--- config.mk ---
export PLATFORM = sky130hd
export DESIGN_NAME = sdram_cmd_tracker
export DESIGN_NICKNAME = d
export VERILOG_FILES = /design/src/rtl/sdcmd_pkg.sv /design/src/rtl/sdcmd_decode.sv /design/src/rtl/sdcmd_bank.sv /design/src/rtl/sdcmd_burst.sv /design/src/rtl/sdram_cmd_tracker.sv
export SDC_FILE = /design/constraint.sdc
export NUM_CORES = 1
export LEC_CHECK = 0
export BUFFER_PORTS_ARGS = -buffer_cell sky130_fd_sc_hd__buf_4
export CAP_MARGIN = 20
export CORE_MARGIN = 2
export CORE_UTILIZATION = 39
export DETAILED_ROUTE_END_ITERATION = 10
export GPL_TIMING_DRIVEN = 1
export SYNTH_ARGS = -nofsm -noshare
export SYNTH_HDL_FRONTEND = slang
export SYNTH_SLANG_ARGS = --single-unit
--- constraint.sdc ---
create_clock -name clk -period 3.7 [get_ports clk]
set_input_delay 0.185 -clock clk [delete_from_list [all_inputs] [get_ports clk]]
set_output_delay 0.185 -clock clk [all_outputs]
set_load 0.05 [all_outputs]
--- src/rtl/sdcmd_pkg.sv ---
package sdcmd_pkg;
    typedef enum logic [3:0] {
        CMD_DESEL   = 4'd0,
        CMD_NOP     = 4'd1,
        CMD_ACT     = 4'd2,
        CMD_RD      = 4'd3,
        CMD_RDA     = 4'd4,
        CMD_WR      = 4'd5,
        CMD_WRA     = 4'd6,
        CMD_PRE     = 4'd7,
        CMD_PREA    = 4'd8,
        CMD_MRS     = 4'd9,
        CMD_REF     = 4'd10,
        CMD_SREF_IN = 4'd11,
        CMD_PDN_IN  = 4'd12,
        CMD_LP_EXIT = 4'd13,
        CMD_LP_HOLD = 4'd14,
        CMD_BAD     = 4'd15
    } cmd_e;

    typedef enum logic [1:0] {
        PW_NORMAL  = 2'd0,
        PW_PDOWN   = 2'd1,
        PW_SREF    = 2'd2,
        PW_SUSPEND = 2'd3
    } pwr_e;

    typedef enum logic [1:0] {
        BK_IDLE    = 2'd0,
        BK_ACTIVE  = 2'd1,
        BK_CLOSING = 2'd2
    } bank_e;
endpackage

--- src/rtl/sdcmd_decode.sv ---
module sdcmd_decode
    import sdcmd_pkg::*;
(
    input  logic lp,
    input  logic cke_prev,
    input  logic cke,
    input  logic cs_n,
    input  logic ras_n,
    input  logic cas_n,
    input  logic we_n,
    input  logic ap,
    output cmd_e cmd
);
    logic quiet;

    always_comb begin
        quiet = cs_n || (ras_n && cas_n && we_n);
        cmd   = CMD_BAD;
        if (lp) begin
            if (cke) cmd = quiet ? CMD_LP_EXIT : CMD_BAD;
            else     cmd = CMD_LP_HOLD;
        end else begin
            unique case ({cke_prev, cke})
                2'b11: begin
                    if (cs_n) begin
                        cmd = CMD_DESEL;
                    end else begin
                        unique case ({ras_n, cas_n, we_n})
                            3'b111:  cmd = CMD_NOP;
                            3'b011:  cmd = CMD_ACT;
                            3'b101:  cmd = ap ? CMD_RDA  : CMD_RD;
                            3'b100:  cmd = ap ? CMD_WRA  : CMD_WR;
                            3'b010:  cmd = ap ? CMD_PREA : CMD_PRE;
                            3'b000:  cmd = CMD_MRS;
                            3'b001:  cmd = CMD_REF;
                            default: cmd = CMD_BAD;
                        endcase
                    end
                end
                2'b10: begin
                    if (quiet)                                 cmd = CMD_PDN_IN;
                    else if ({ras_n, cas_n, we_n} == 3'b001)   cmd = CMD_SREF_IN;
                    else                                       cmd = CMD_BAD;
                end
                default: cmd = CMD_BAD;
            endcase
        end
    end
endmodule

--- src/rtl/sdcmd_bank.sv ---
module sdcmd_bank
    import sdcmd_pkg::*;
(
    input  logic clk,
    input  logic rst_n,
    input  logic do_open,
    input  logic do_close,
    input  logic arm_ap,
    input  logic burst_end,
    input  logic burst_live,
    output logic is_open,
    output logic ap_pending
);
    bank_e st_q, st_nx;

    always_comb begin
        st_nx = st_q;
        unique case (st_q)
            BK_IDLE:    if (do_open) st_nx = BK_ACTIVE;
            BK_ACTIVE: begin
                if (do_close)    st_nx = BK_IDLE;
                else if (arm_ap) st_nx = BK_CLOSING;
            end
            BK_CLOSING: if (burst_end) st_nx = BK_IDLE;
            default:    st_nx = BK_IDLE;
        endcase
    end

    always_ff @(posedge clk) begin
        if (!rst_n) st_q <= BK_IDLE;
        else        st_q <= st_nx;
    end

    always_comb begin
        is_open    = (st_q != BK_IDLE);
        ap_pending = (st_q == BK_CLOSING);
    end

    // a bank waiting for auto-precharge always has its burst running
    p_closing_needs_burst_r9: assert property (@(posedge clk) disable iff (!rst_n)
        (st_q == BK_CLOSING) |-> burst_live);
endmodule

--- src/rtl/sdcmd_burst.sv ---
module sdcmd_burst #(
    parameter  int FULL_PAGE = 256,
    localparam int CNT_W     = $clog2(FULL_PAGE + 1)
) (
    input  logic       clk,
    input  logic       rst_n,
    input  logic       set_len,
    input  logic [2:0] len_code,
    input  logic       load,
    input  logic       run,
    output logic       busy,
    output logic       last
);
    logic [CNT_W-1:0] len_q, remain_q;

    function automatic logic [CNT_W-1:0] code_len(input logic [2:0] c);
        unique case (c)
            3'd0:    return CNT_W'(1);
            3'd1:    return CNT_W'(2);
            3'd2:    return CNT_W'(4);
            3'd3:    return CNT_W'(8);
            default: return CNT_W'(FULL_PAGE);
        endcase
    endfunction

    always_ff @(posedge clk) begin
        if (!rst_n) begin
            len_q    <= CNT_W'(1);
            remain_q <= '0;
        end else begin
            if (set_len) len_q <= code_len(len_code);
            if (load)                          remain_q <= len_q;
            else if (run && remain_q != '0)    remain_q <= remain_q - CNT_W'(1);
        end
    end

    always_comb begin
        busy = (remain_q != '0);
        last = run && !load && (remain_q == CNT_W'(1));
    end
endmodule

--- src/rtl/sdram_cmd_tracker.sv ---
module sdram_cmd_tracker
    import sdcmd_pkg::*;
#(
    parameter  int NUM_BANKS = 4,
    parameter  int ADDR_W    = 12,
    parameter  int AP_BIT    = 10,
    parameter  int FULL_PAGE = 256,
    localparam int BANK_W    = $clog2(NUM_BANKS)
) (
    input  logic                 clk,
    input  logic                 rst_n,
    input  logic                 cke,
    input  logic                 cs_n,
    input  logic                 ras_n,
    input  logic                 cas_n,
    input  logic                 we_n,
    input  logic                 dqm,
    input  logic [ADDR_W-1:0]    addr,
    input  logic [BANK_W-1:0]    ba,
    output logic [3:0]           cmd_code,
    output logic                 cmd_ok,
    output logic                 cmd_err,
    output logic [NUM_BANKS-1:0] bank_open,
    output logic                 burst_busy,
    output logic                 data_en,
    output logic [1:0]           pwr_state
);
    logic                 cke_q;
    cmd_e                 cmd_now, cmd_q;
    pwr_e                 pwr_q, pwr_nx;
    logic [NUM_BANKS-1:0] open_v, pend_v;
    logic [NUM_BANKS-1:0] do_open, do_close, arm_ap;
    logic                 legal, ok_q, err_q, de_q;
    logic                 all_idle, ap_busy, mode_ok, is_col;
    logic                 busy, bend, load, run, set_len;
    logic                 unused_addr;

    assign unused_addr = ^addr;

    sdcmd_decode u_dec (
        .lp       (pwr_q != PW_NORMAL),
        .cke_prev (cke_q),
        .cke      (cke),
        .cs_n     (cs_n),
        .ras_n    (ras_n),
        .cas_n    (cas_n),
        .we_n     (we_n),
        .ap       (addr[AP_BIT]),
        .cmd      (cmd_now)
    );

    always_comb begin
        all_idle = (open_v == '0);
        ap_busy  = |pend_v;
        mode_ok  = !(addr[2:0] inside {3'd4, 3'd5, 3'd6});
        is_col   = (cmd_now inside {CMD_RD, CMD_RDA, CMD_WR, CMD_WRA});
    end

    // legality against bank and power state
    always_comb begin
        legal = 1'b0;
        unique case (pwr_q)
            PW_NORMAL: begin
                unique case (cmd_now)
                    CMD_DESEL, CMD_NOP, CMD_PDN_IN: legal = 1'b1;
                    CMD_ACT:                        legal = !open_v[ba];
                    CMD_RD, CMD_RDA, CMD_WR, CMD_WRA:
                                                    legal = open_v[ba] && !ap_busy;
                    CMD_PRE:                        legal = !pend_v[ba];
                    CMD_PREA:                       legal = !ap_busy;
                    CMD_MRS:                        legal = all_idle && !busy && mode_ok;
                    CMD_REF, CMD_SREF_IN:           legal = all_idle && !busy;
                    default:                        legal = 1'b0;
                endcase
            end
            default: legal = (cmd_now == CMD_LP_EXIT) || (cmd_now == CMD_LP_HOLD);
        endcase
    end

    // power state transitions
    always_comb begin
        pwr_nx = pwr_q;
        if (legal) begin
            unique case (pwr_q)
                PW_NORMAL: begin
                    if (cmd_now == CMD_SREF_IN)     pwr_nx = PW_SREF;
                    else if (cmd_now == CMD_PDN_IN) pwr_nx = busy ? PW_SUSPEND : PW_PDOWN;
                end
                default: if (cmd_now == CMD_LP_EXIT) pwr_nx = PW_NORMAL;
            endcase
        end
    end

    always_comb begin
        load    = legal && is_col;
        set_len = legal && (cmd_now == CMD_MRS);
        run     = (pwr_q == PW_NORMAL) && !(legal && cmd_now == CMD_PDN_IN);
    end

    sdcmd_burst #(.FULL_PAGE(FULL_PAGE)) u_burst (
        .clk      (clk),
        .rst_n    (rst_n),
        .set_len  (set_len),
        .len_code (addr[2:0]),
        .load     (load),
        .run      (run),
        .busy     (busy),
        .last     (bend)
    );

    for (genvar i = 0; i < NUM_BANKS; i++) begin : g_bank
        always_comb begin
            do_open[i]  = legal && (cmd_now == CMD_ACT) && (ba == BANK_W'(i));
            do_close[i] = legal && (((cmd_now == CMD_PRE) && (ba == BANK_W'(i)))
                                    || (cmd_now == CMD_PREA));
            arm_ap[i]   = legal && ((cmd_now == CMD_RDA) || (cmd_now == CMD_WRA))
                                && (ba == BANK_W'(i));
        end

        sdcmd_bank u_bank (
            .clk        (clk),
            .rst_n      (rst_n),
            .do_open    (do_open[i]),
            .do_close   (do_close[i]),
            .arm_ap     (arm_ap[i]),
            .burst_end  (bend),
            .burst_live (busy),
            .is_open    (open_v[i]),
            .ap_pending (pend_v[i])
        );
    end

    // state register
    always_ff @(posedge clk) begin
        if (!rst_n) begin
            pwr_q <= PW_NORMAL;
            cke_q <= 1'b1;
        end else begin
            pwr_q <= pwr_nx;
            cke_q <= cke;
        end
    end

    // registered outputs
    always_ff @(posedge clk) begin
        if (!rst_n) begin
            cmd_q <= CMD_DESEL;
            ok_q  <= 1'b0;
            err_q <= 1'b0;
            de_q  <= 1'b0;
        end else begin
            cmd_q <= cmd_now;
            ok_q  <= legal;
            err_q <= !legal;
            de_q  <= (pwr_q == PW_NORMAL) && (|open_v) && !dqm;
        end
    end

    always_comb begin
        cmd_code   = cmd_q;
        cmd_ok     = ok_q;
        cmd_err    = err_q;
        bank_open  = open_v;
        burst_busy = busy;
        data_en    = de_q;
        pwr_state  = pwr_q;
    end

    // a rejected command leaves the power state as it was
    p_err_holds_power_r10: assert property (@(posedge clk) disable iff (!rst_n)
        cmd_err |-> (pwr_q == $past(pwr_q)));

    // an accepted mode set was issued with every bank idle
    p_mrs_all_idle_r6: assert property (@(posedge clk) disable iff (!rst_n)
        (cmd_ok && cmd_q == CMD_MRS) |-> ($past(open_v) == '0));

    // an accepted wake returns the device to normal
    p_wake_to_normal_r12: assert property (@(posedge clk) disable iff (!rst_n)
        (cmd_ok && cmd_q == CMD_LP_EXIT) |-> (pwr_q == PW_NORMAL));

    // clock suspend only exists while a burst is held
    p_suspend_in_burst_r8: assert property (@(posedge clk) disable iff (!rst_n)
        (pwr_q == PW_SUSPEND) |-> busy);
endmodule

# Yosys cells after proc, flatten, opt, wreduce, memory -nomap -nowiden
# Cells that the tools add are included.
[totals] reg_bits=36 out_inout_bits=14 input_bits=22
[classes] n_reduce_logical=78 n_mux=42 n_eq_ne=53 magnitude_cmp=1 add_sub_neg=1
[ops] operator="2-bit 2-to-1 mux" n=20
[ops] operator="9-bit case mux with 4 select lines" n=1
[ops] operator="1-bit logical AND" n=32
[ops] operator="4-bit == test (second input constant)" n=7
[ops] operator="4-bit case mux with 7 select lines" n=1
[ops] operator="2-bit case mux with 3 select lines" n=4
[ops] operator="4-bit 2-to-1 mux" n=5
[ops] operator="3-bit == test (second input constant)" n=6
[ops] operator="9-bit 2-to-1 mux" n=2
[ops] operator="2-bit == test (second input constant)" n=8
[ops] operator="4-bit by 3-bit == test with 1-bit output (second input constant)" n=4
[ops] operator="3-bit AND reduction" n=5
[ops] operator="2-bit nonzero test" n=7
[ops] operator="3-bit by 2-bit == test with 1-bit output (second input constant)" n=4
[ops] operator="2-bit zero test" n=6
[ops] operator="3-bit by 1-bit inequality test with 1-bit output (second input constant)" n=4
[ops] operator="4-bit OR reduction" n=3
[ops] operator="2-bit by 1-bit == test with 1-bit output (second input constant)" n=5
[ops] operator="9-bit by 1-bit == test with 1-bit output (second input constant)" n=1
[ops] operator="1-bit zero test" n=9
[ops] operator="9-bit nonzero test" n=1
[ops] operator="9-bit by 1-bit subtractor with 9-bit output (second input constant)" n=1
[ops] operator="4-bit by 2-bit == test with 1-bit output (second input constant)" n=2
[ops] operator="4-bit zero test" n=2
[ops] operator="other kinds (17)" n=35

# Logic depth before layout (Yosys ltp)
# Gate-level depths: netlist of run 1.
[logic_depth] word_depth=17 depth_mapped=10 depth_no_buf=9

# By module
# Synthesis of run 1 repeated with hierarchy kept, for this count alone.
[unflattened] cells_unflattened=266 area_unflattened_um2=2167.1
[modules_own_cells] module="sdcmd_burst" n_inst=1 area_each_um2=814.5 cells_per_inst=93
[modules_own_cells] module="sdram_cmd_tracker" n_inst=1 area_each_um2=719.4 cells_per_inst=96
[modules_own_cells] module="sdcmd_bank" n_inst=4 area_each_um2=106.4 cells_per_inst=11
[modules_own_cells] module="sdcmd_decode" n_inst=1 area_each_um2=207.7 cells_per_inst=33

# Worst setup path before layout of run 1
# Ideal clock, no wire load.
[synth_path] kind="register -> register" start="register u_burst.remain_q[4]" end="register u_burst.len_q[1]" path_slack_ns=0.892 stages_incl_launch_ff=9 period_less_slack_ns=2.808 arrival_ns=2.738 n_path_buf=1 path_cell_list="dfxtp_1 or3_1 or2_1 or3_1 clkbuf_1 nor4_4 o31ai_2 or4b_1 a21oi_1"
[synth_via] elab_chain_cells=7
[synth_rtl] element="start, declared" line="sdcmd_burst.sv:14" source="logic [CNT_W-1:0] len_q, remain_q;"
[synth_rtl] element="start signal, assigned" line="sdcmd_burst.sv:32" source="if (load) remain_q <= len_q;"
[synth_rtl] element="start signal, assigned" line="sdcmd_burst.sv:33" source="else if (run && remain_q != '0) remain_q <= remain_q - CNT_W'(1);"
[synth_rtl] element="9-bit nonzero test (*)" line="sdcmd_burst.sv:38" source="busy = (remain_q != '0);"
[synth_rtl] element="via burst_busy" line="sdram_cmd_tracker.sv:24" source="output logic burst_busy,"
[synth_rtl] element="1-bit zero test (*)" line="sdram_cmd_tracker.sv:71, sdram_cmd_tracker.sv:72"
[synth_rtl] element="1-bit logical AND (*)" line="sdram_cmd_tracker.sv:71, sdram_cmd_tracker.sv:72"
[synth_rtl] element="1-bit logical AND" line="sdram_cmd_tracker.sv:71" source="CMD_MRS: legal = all_idle && !busy && mode_ok;"
[synth_rtl] element="1-bit case mux with 7 select lines (*)" line="sdram_cmd_tracker.sv:64" source="unique case (cmd_now)"
[synth_rtl] element="1-bit 2-to-1 mux (*)" line="sdram_cmd_tracker.sv:62" source="unique case (pwr_q)"
[synth_rtl] element="1-bit logical AND (*)" line="sdram_cmd_tracker.sv:96" source="set_len = legal && (cmd_now == CMD_MRS);"
[synth_rtl] element="end signal, assigned" line="sdcmd_burst.sv:31" source="if (set_len) len_q <= code_len(len_code);"
[synth_rtl] element="end, declared" line="sdcmd_burst.sv:14"
# The timed path passes the listed nets; every way through them passes the cells marked *.
# A chain may end at the register's enable or synchronous reset.

# Worst setup path after layout of run 1
[layout_path] start="register pwr_q[0] (netlist: pwr_state[0])" end="register u_burst.len_q[2]"
[layout_via] elab_chain_cells=7 word_cells_on_any_way=25 cone_classes="14 x eq/ne; 3 x mux; 8 x reduce/logical"
[layout_rtl] element="start, declared" line="sdram_cmd_tracker.sv:30" source="pwr_e pwr_q, pwr_nx;"
[layout_rtl] element="start signal, assigned" line="sdram_cmd_tracker.sv:139" source="pwr_q <= pwr_nx;"
[layout_rtl] element="2-bit nonzero test" line="sdram_cmd_tracker.sv:41" source=".lp (pwr_q != PW_NORMAL),"
[layout_rtl] element="4-bit 2-to-1 mux" line="sdcmd_decode.sv:19" source="if (lp) begin"
[layout_rtl] element="4-bit by 2-bit == test with 1-bit output (tied with other cells)" line="sdram_cmd_tracker.sv:64"
[layout_rtl] element="4-bit OR reduction (tied with other cells)" line="sdram_cmd_tracker.sv:64"
[layout_rtl] element="1-bit case mux with 7 select lines" line="sdram_cmd_tracker.sv:64"
[layout_rtl] element="1-bit 2-to-1 mux" line="sdram_cmd_tracker.sv:62"
[layout_rtl] element="1-bit logical AND (*)" line="sdram_cmd_tracker.sv:96"
# Every way passes the cells marked *; elsewhere a longest branch is shown, timed or not.

==> results of run 1 <==
-- worst max-delay path, stage by stage (launching register included) --
cell,delay (ns)
dfxtp_1,0.34
or2_1,0.37
a21oi_1,0.59
nand3_1,0.24
a21oi_1,0.41
o31ai_2,0.22
or4b_1,0.49
a21oi_1,0.15
-- routing by layer --
layer	track usage [%]	routed length, um	up-vias
met5	0	0	-
met4	4.545	19	0
met3	4.118	239	4
met2	27.98	2223	45
met1	24.46	2431	893
li1	-	-	971
-- metrics by stage --
stage | cells | util (%) | hold WS (ns) | total power [mW]
floorplan | 260 | - | 0.2764 | 1.023
finish | 349 | 46.15 | 0.07281 | 1.430
global placement | 342 | 44.64 | 0.3672 | 1.178
global route | 349 | 46.15 | 0.06574 | 1.537
detailed placement | 342 | 44.64 | 0.3622 | 1.184
CTS | 349 | 46.15 | 0.06232 | 1.442
-- path summary, 6_finish.rpt --
path	from	to	slack (ns)	cells past startpoint
setup / recovery	pwr_state[0]	u_burst.len_q[2]	0.82	7
hold / removal	dqm	data_en	0.07	2
setup reg to reg	pwr_state[0]	u_burst.len_q[2]	0.82	7
hold reg to reg	g_bank[3].u_bank.st_q[1]	g_bank[3].u_bank.st_q[0]	0.47	1
-- layout make-up --
cell class	instances	area share [%]
clock buffer	6	3.079
clock inverter	1	0.2123
tap	70	3.716
inverter	15	2.389
timing repair buffer	27	8.599
multi-input combinational	198	54.83
sequential	32	27.18
-- cells by family (layout without fill, tap and decap cells) --
logic type               Yosys count  count (layout)  synth area share, %
flip-flops                        32              32                31.01
XOR/XNOR                           8               8                3.392
AO/OA/AOI/OAI                     74              74                26.29
adder cells (fa/ha/maj)            2               2                1.211
multiplexers                       4               4                2.604
buffers and inverters             30              49                6.420
AND/OR/NAND/NOR                  110             110                29.07
-- registers in the layout, summed over array words and instances (netlist names) --
signal / count
cmd_code: 4
cmd_ok: 1
u_burst.len_q: 5
pwr_state: 2
cmd_err: 1
g_bank.u_bank.st_q: 8
data_en: 1
u_burst.remain_q: 9
cke_q: 1
-- cell usage after synthesis (5+ instances only) --
| cell type | number |
|---|---|
| dfxtp_1 | 32 |
| nor2_1 | 29 |
| nand2_1 | 23 |
| a21oi_1 | 18 |
| inv_1 | 15 |
| o21ai_0 | 10 |
| a211oi_1 | 9 |
| nand2b_1 | 8 |
| xnor2_1 | 8 |
| clkbuf_1 | 7 |
| nand3_1 | 7 |
| nor2b_1 | 7 |
| o21a_1 | 5 |
| or3_1 | 5 |
-- report_power, final --
part / switching [mW] / total [mW] / leakage (nW) / internal (mW)
Clock: 0.123 / 0.251 / 0.0410 / 0.128
Combinational: 0.472 / 0.743 / 0.636 / 0.270
Sequential: 0.0354 / 0.437 / 0.262 / 0.401
-- placed cells by master (no fill, tap or decap), drive strengths merged, types with 2 or more instances in the layout --
cell type,count
a2111oi,2
a211oi,9
a21oi,18
a22o,2
a311o,2
a31oi,3
and2,4
and3,2
buf,27
clkbuf,6
dfxtp,32
ha,2
inv,15
mux2i,2
nand2,23
nand2b,8
nand3,7
nand4,2
nor2,29
nor2b,7
nor3,2
nor3b,2
nor4,4
o2111ai,3
o211ai,4
o21a,5
o21ai,12
o21ba,2
o22ai,3
or2,6
or3,6
or4,2
or4b,3
xnor2,8
==> impl_metrics.csv, run 1 <==
group,metric,value,unit
timing,clock_skew,0.002660,ns
placement,gp_congestion,0.8645,
synthesis,synth_nets,284,
drt,vias,1913,
timing,fin_crit,2.883,ns
timing,fmax,0.3469,GHz
finish,area_delta_synth_final,14.11,%
floorplanning,num_rows,26,
timing,finalSetupViolCount,0,
drt,drtPass1Iterations,4,
timing,min_period_over_period,77.91,%
floorplanning,die_w,76.78,um
worst_setup_path,crit_required,3.90,ns
worst_setup_path,cp_data_arrival_time,3.08,ns
finish,n_fill_cell,552,
cts,cts_htree_levels,2,
worst_setup_path,crit_type,"flip-flop to flip-flop",
cts,hold_buffers,0,
cts,cts.path.max_buffers,2,
cts,clock_sinks,32,
synthesis,synth-edff-count,0,
global_route,gr-usage-all-layers,17.78,%
finish,seq_area,640.6,um^2
cts,path_clk_slew,0.06,ns
job,max_cap_violations,0,
timing,drv_slew,0,
drt,route.detailed.drc,0,
floorplanning,die_area,0.005895,mm^2
global_route,grt_max_degree,22,
synthesis,syn_area,0.002066,mm^2
power_and_ir_drop,p_leak,0.9391,nW
worst_setup_path,critPathMaxFanout,9,
cts,cts.repair.resized,0,
floorplanning,core,0.005107,mm^2
synthesis,synth_seq_cells,32,
synthesis,synth_top_area_share,31.01,%
power_and_ir_drop,ir_drop,511.6,uV
power_and_ir_drop,power_density,606.7,mW/mm^2
global_route,grt_pass1_vias,1819,
floorplanning,fp.dieH,76.78,um
placement,placed_area,0.002280,mm^2
timing,fin_ws,0.8174,ns
drt,drt-initial-drc-count,130,
drt,wirelength,4.914,mm
finish,antenna_cells,0,
min_path,min_path_type,"input port to flip-flop",
cts,cts_made_buffers,5,
timing,rsz0062_at_grt,"false",
finish,final_nets,303,
status,status,"finished clean",
worst_setup_path,cp-start-kind,"flip-flop",
timing,max_slew_margin,48.60,%
placement,dp_hpwl,3.643,mm
synthesis,ys_seq_area_share,31.01,%
finish,layout-drive-gt1-share,16.13,%
synthesis,synthArstFlopShare,0,%
synthesis,postSynthAreaPerCell,7.945,um^2
cts,root_buffer,"clkbuf_8",
worst_setup_path,worst_setup_path_end_kind,"flip-flop",
cts,cts_setup_buffers,0,
timing,hold_violations,0,
timing,tightest_slew,0.7676,ns
synthesis,synth_area_leaders,"dfxtp_1, nor2_1, a21oi_1",
finish,multi_input_area,0.001292,mm^2
cts,insertion_delay,0.28,ns
synthesis,ys_warn_count,0,
synthesis,ys_types,56,
global_route,grt_overflow_total,0,
synthesis,synthFlopType,"dfxtp_1",
drt,via_per_inst,5.481,
global_route,grt_pass1_wl,8.576,mm
synthesis,syn_inst,260,
timing,tns,0,ns
drt,wl_per_cell,14.08,um
placement,port_buffers,27,
floorplanning,ioPinCount,36,
global_route,antenna_found_initial,0,
floorplanning,initial_core_util,40.45,%
cts,cts_tree,"yes",
placement,dp_slack,0.8809,ns
finish,stdcell_area,0.002357,mm^2
drt,ant_nets,0,
synthesis,synth_top_cell_by_area,"dfxtp_1",
Power figures use the tool's default switching activity.
==> run 2: changes to the inputs <==
ABC_AREA = 1   (was default)
clock period = 2.8 ns   (was 3.7 ns; I/O delays follow)
==> run 2 against run 1 <==
Compared with the run above: via count up 8.8%; first-iteration DRC count decreased by 6.9%; count of clock-buffer cells in the layout fell by 1; critical path type unchanged.
==> impl_metrics.csv, run 2 <==
group,metric,value,unit
power_and_ir_drop,p_int,1.236,mW
synthesis,synthFlopType,"dfxtp_1",
finish,antenna_cells,0,
worst_setup_path,crit_required,2.98,ns
worst_setup_path,endpoint,"u_burst.len_q[0]",
placement,dp_slack,0.5210,ns
worst_setup_path,reg2reg_slack,0.50,ns
drt,route.detailed.drc,0,
finish,final_nets,392,
floorplanning,initial_core_util,41.00,%
synthesis,synth_top_family_by_area,"simple AND/OR/NAND/NOR gates",
worst_setup_path,cp-start-kind,"flip-flop",
synthesis,synth_compound_area_share,10.91,%
worst_setup_path,crit_type,"flip-flop to flip-flop",
global_route,grt_max_degree,25,
drt,wirelength,4.805,mm
synthesis,ys_top_cells_by_count,"nand2_1, inv_1, nor2_1",
synthesis,synthSimpleGateAreaFrac,44.01,%
drt,ant_nets,0,
synthesis,syn_area,0.002121,mm^2
finish,reg_top3,"u_burst.remain_q: 9 flops, g_bank.u_bank.st_q: 8 flops, u_burst.len_q: 5 flops",
power_and_ir_drop,power_density,981.7,mW/mm^2
finish,largest_reg_flops,9,
floorplanning,die_area,0.006044,mm^2
worst_setup_path,cp_data_arrival_time,2.48,ns
worst_setup_path,r2r-end,"u_burst.len_q[0]",
timing,fin_ws,0.4969,ns
worst_setup_path,path_cells,"inv_1 -> ha_1 -> nand2_2 -> or3_1 -> nor2_4 -> nand2_1 -> a21oi_2 -> nor2_2 -> nand3_4 -> nand2_4 -> nor2_8 -> inv_4 -> a21oi_2 -> o21ai_1",
power_and_ir_drop,p_clk_share,18.6,%
cts,insertion_delay,0.29,ns
synthesis,synthArstFlopShare,0,%
finish,layout-drive-gt1-share,17.89,%
min_path,hp-start,"dqm",
worst_setup_path,max_stage_delay,0.48,ns
worst_setup_path,cp.buffers_inverters,2,
floorplanning,die_w,77.74,um
drt,via_per_inst,4.740,
timing,max_slew_margin,48.26,%
synthesis,synth_top_area_share,30.21,%
finish,n_fill_cell,545,
timing,fmax,0.4342,GHz
finish,seq_area,640.6,um^2
power_and_ir_drop,p_comb_share,56.1,%
synthesis,syn_inst,342,
cts,cts_htree_levels,2,
synthesis,muxShareOfSynthArea,0,%
floorplanning,fp.dieH,77.74,um
placement,gp_congestion,0.8645,
power_and_ir_drop,ir_drop,432.2,uV
cts,cts.repair.resized,0,
power_and_ir_drop,p_sw_share,48.85,%
cts,cts.path.max_buffers,2,
placement,dp_hpwl,3.811,mm
finish,area_delta_synth_final,16.11,%
worst_setup_path,cpLargestDelayFamily,"simple AND/OR/NAND/NOR gates",
placement,port_buffers,27,
global_route,grt_pass1_wl,8.507,mm
floorplanning,core,0.005172,mm^2
power_and_ir_drop,p_leak,1.242,nW
job,max_cap_violations,0,
finish,regMostFlops,"u_burst.remain_q",
drt,drt-initial-drc-count,121,
power_and_ir_drop,net-switching-power,1.181,mW
worst_setup_path,ff2ff_path_depth,14,
worst_setup_path,slowest_stage,"or3_1",
worst_setup_path,critPathMaxFanout,7,
worst_setup_path,worst_setup_path_end_kind,"flip-flop",
synthesis,synth_top_cell_by_area,"dfxtp_1",
power_and_ir_drop,pwr-share-seq,25.3,%
synthesis,synth_seq_cells,32,
worst_setup_path,crit_cells,14,
floorplanning,num_rows,26,
cts,cts_made_buffers,5,
global_route,grt_overflow_total,0,
worst_setup_path,crit_start,"u_burst.remain_q[0]",
placement,placed_area,0.002351,mm^2
timing,finalSetupViolCount,0,
drt,wl_per_cell,10.95,um
synthesis,synth_nets,366,
cts,path_clk_slew,0.07,ns
min_path,min_path_type,"input port to flip-flop",
synthesis,ys_seq_area_share,30.21,%
synthesis,ys_types,36,
timing,min_period_over_period,82.25,%
global_route,grt_pass1_vias,1963,
synthesis,synth_area_leaders,"dfxtp_1, nand2_1, inv_1",
timing,hold_violations,0,
cts,cts_setup_buffers,0,
finish,stdcell_area,0.002462,mm^2
worst_setup_path,path_common_cell,"a21oi_2",
synthesis,yosysMostFrequentCell,"nand2_1",
floorplanning,ioPinCount,36,
global_route,antenna_found_initial,0,
finish,final_cell_mix,"nand2_1, inv_1, nor2_1",
finish,post-route-util,47.61,%
timing,tns,0,ns
synthesis,synth_xor_area_share,0.8260,%
timing,clock_skew,0.007773,ns
worst_setup_path,rr_startpoint,"u_burst.remain_q[0]",
cts,cts_tree,"yes",
synthesis,postSynthAreaPerCell,6.201,um^2
global_route,gr-usage-all-layers,17.43,%
synthesis,synth-edff-count,0,
timing,drv_slew,0,
cts,clock_sinks,32,
cts,root_buffer,"clkbuf_8",
drt,vias,2081,
cts,hold_buffers,0,
timing,tightest_slew,0.7753,ns
finish,multi_input_area,0.001207,mm^2
timing,rsz0062_at_grt,"false",
timing,fin_crit,2.303,ns
status,status,"finished clean",
synthesis,ys_warn_count,0,
drt,drtPass1Iterations,4,
synthesis,synthAdderAreaFrac,1.180,%
finish,final_common_cell,"nand2_1",
run 2: cell type report:
class                           count  share of cell area (%)
Multi-Input combinational cell    246                   49.03
Sequential cell                    32                   26.02
Inverter                           56                   8.638
Timing Repair Buffer               27                   8.232
Tap cell                           70                   3.557
Clock buffer                        5                   2.795
Clock inverter                      3                   1.728
run 2: metrics by stage:
| step | hold WS, ns | power [mW] | cells |
|---|---|---|---|
| global placement | 0.3079 | 1.971 | 431 |
| global route | 0.003039 | 2.660 | 439 |
| CTS | 0.004313 | 2.446 | 439 |
| finish | 0.009850 | 2.417 | 439 |
| floorplan | 0.2088 | 1.753 | 342 |
| detailed placement | 0.3139 | 1.980 | 431 |
run 2: power groups by stage:
| stage | clock network [mW] | registers, mW | logic [mW] |
|---|---|---|---|
| floorplan | 0 | 0.734 | 1.02 |
| global placement | 0 | 0.620 | 1.35 |
| detailed placement | 0 | 0.622 | 1.36 |
| CTS | 0.468 | 0.613 | 1.36 |
| global route | 0.491 | 0.627 | 1.54 |
| finish | 0.449 | 0.613 | 1.36 |
run 2: metal layers:
| layer | part of all wire (%) | routed length, um | track usage [%] | vias up |
|---|---|---|---|---|
| li1 | - | - | - | 1138 |
| met1 | 50 | 2380 | 23.10 | 893 |
| met2 | 45 | 2146 | 27.41 | 44 |
| met3 | 4.3 | 209 | 3.837 | 6 |
| met4 | 1.4 | 68 | 6.964 | 0 |
| met5 | 0 | 0 | 0 | - |
run 2: worst register-to-register path, cell delays in order (launching register included):
cell,delay [ns]
dfxtp_1,0.36
inv_1,0.09
ha_1,0.20
nand2_2,0.10
or3_1,0.48
nor2_4,0.11
nand2_1,0.06
a21oi_2,0.11
nor2_2,0.06
nand3_4,0.12
nand2_4,0.11
nor2_8,0.16
inv_4,0.07
a21oi_2,0.10
o21ai_1,0.08
run 2: cell families (layout without fill, tap and decap cells):
family / count (synthesis) / after routing
adder cells (fa/ha/maj): 2 / 2
AO/OA/AOI/OAI: 40 / 40
buffers and inverters: 64 / 91
flip-flops: 32 / 32
AND/OR/NAND/NOR: 202 / 202
XOR/XNOR: 2 / 2
run 2: worst min path at each step:
stage	to	slack, ns	cells past startpoint
CTS	data_en	0.004	2
global placement	data_en	0.31	2
finish	data_en	0.01	2
global route	data_en	0.003	2
detailed placement	data_en	0.31	2
floorplan	cke_q	0.21	1
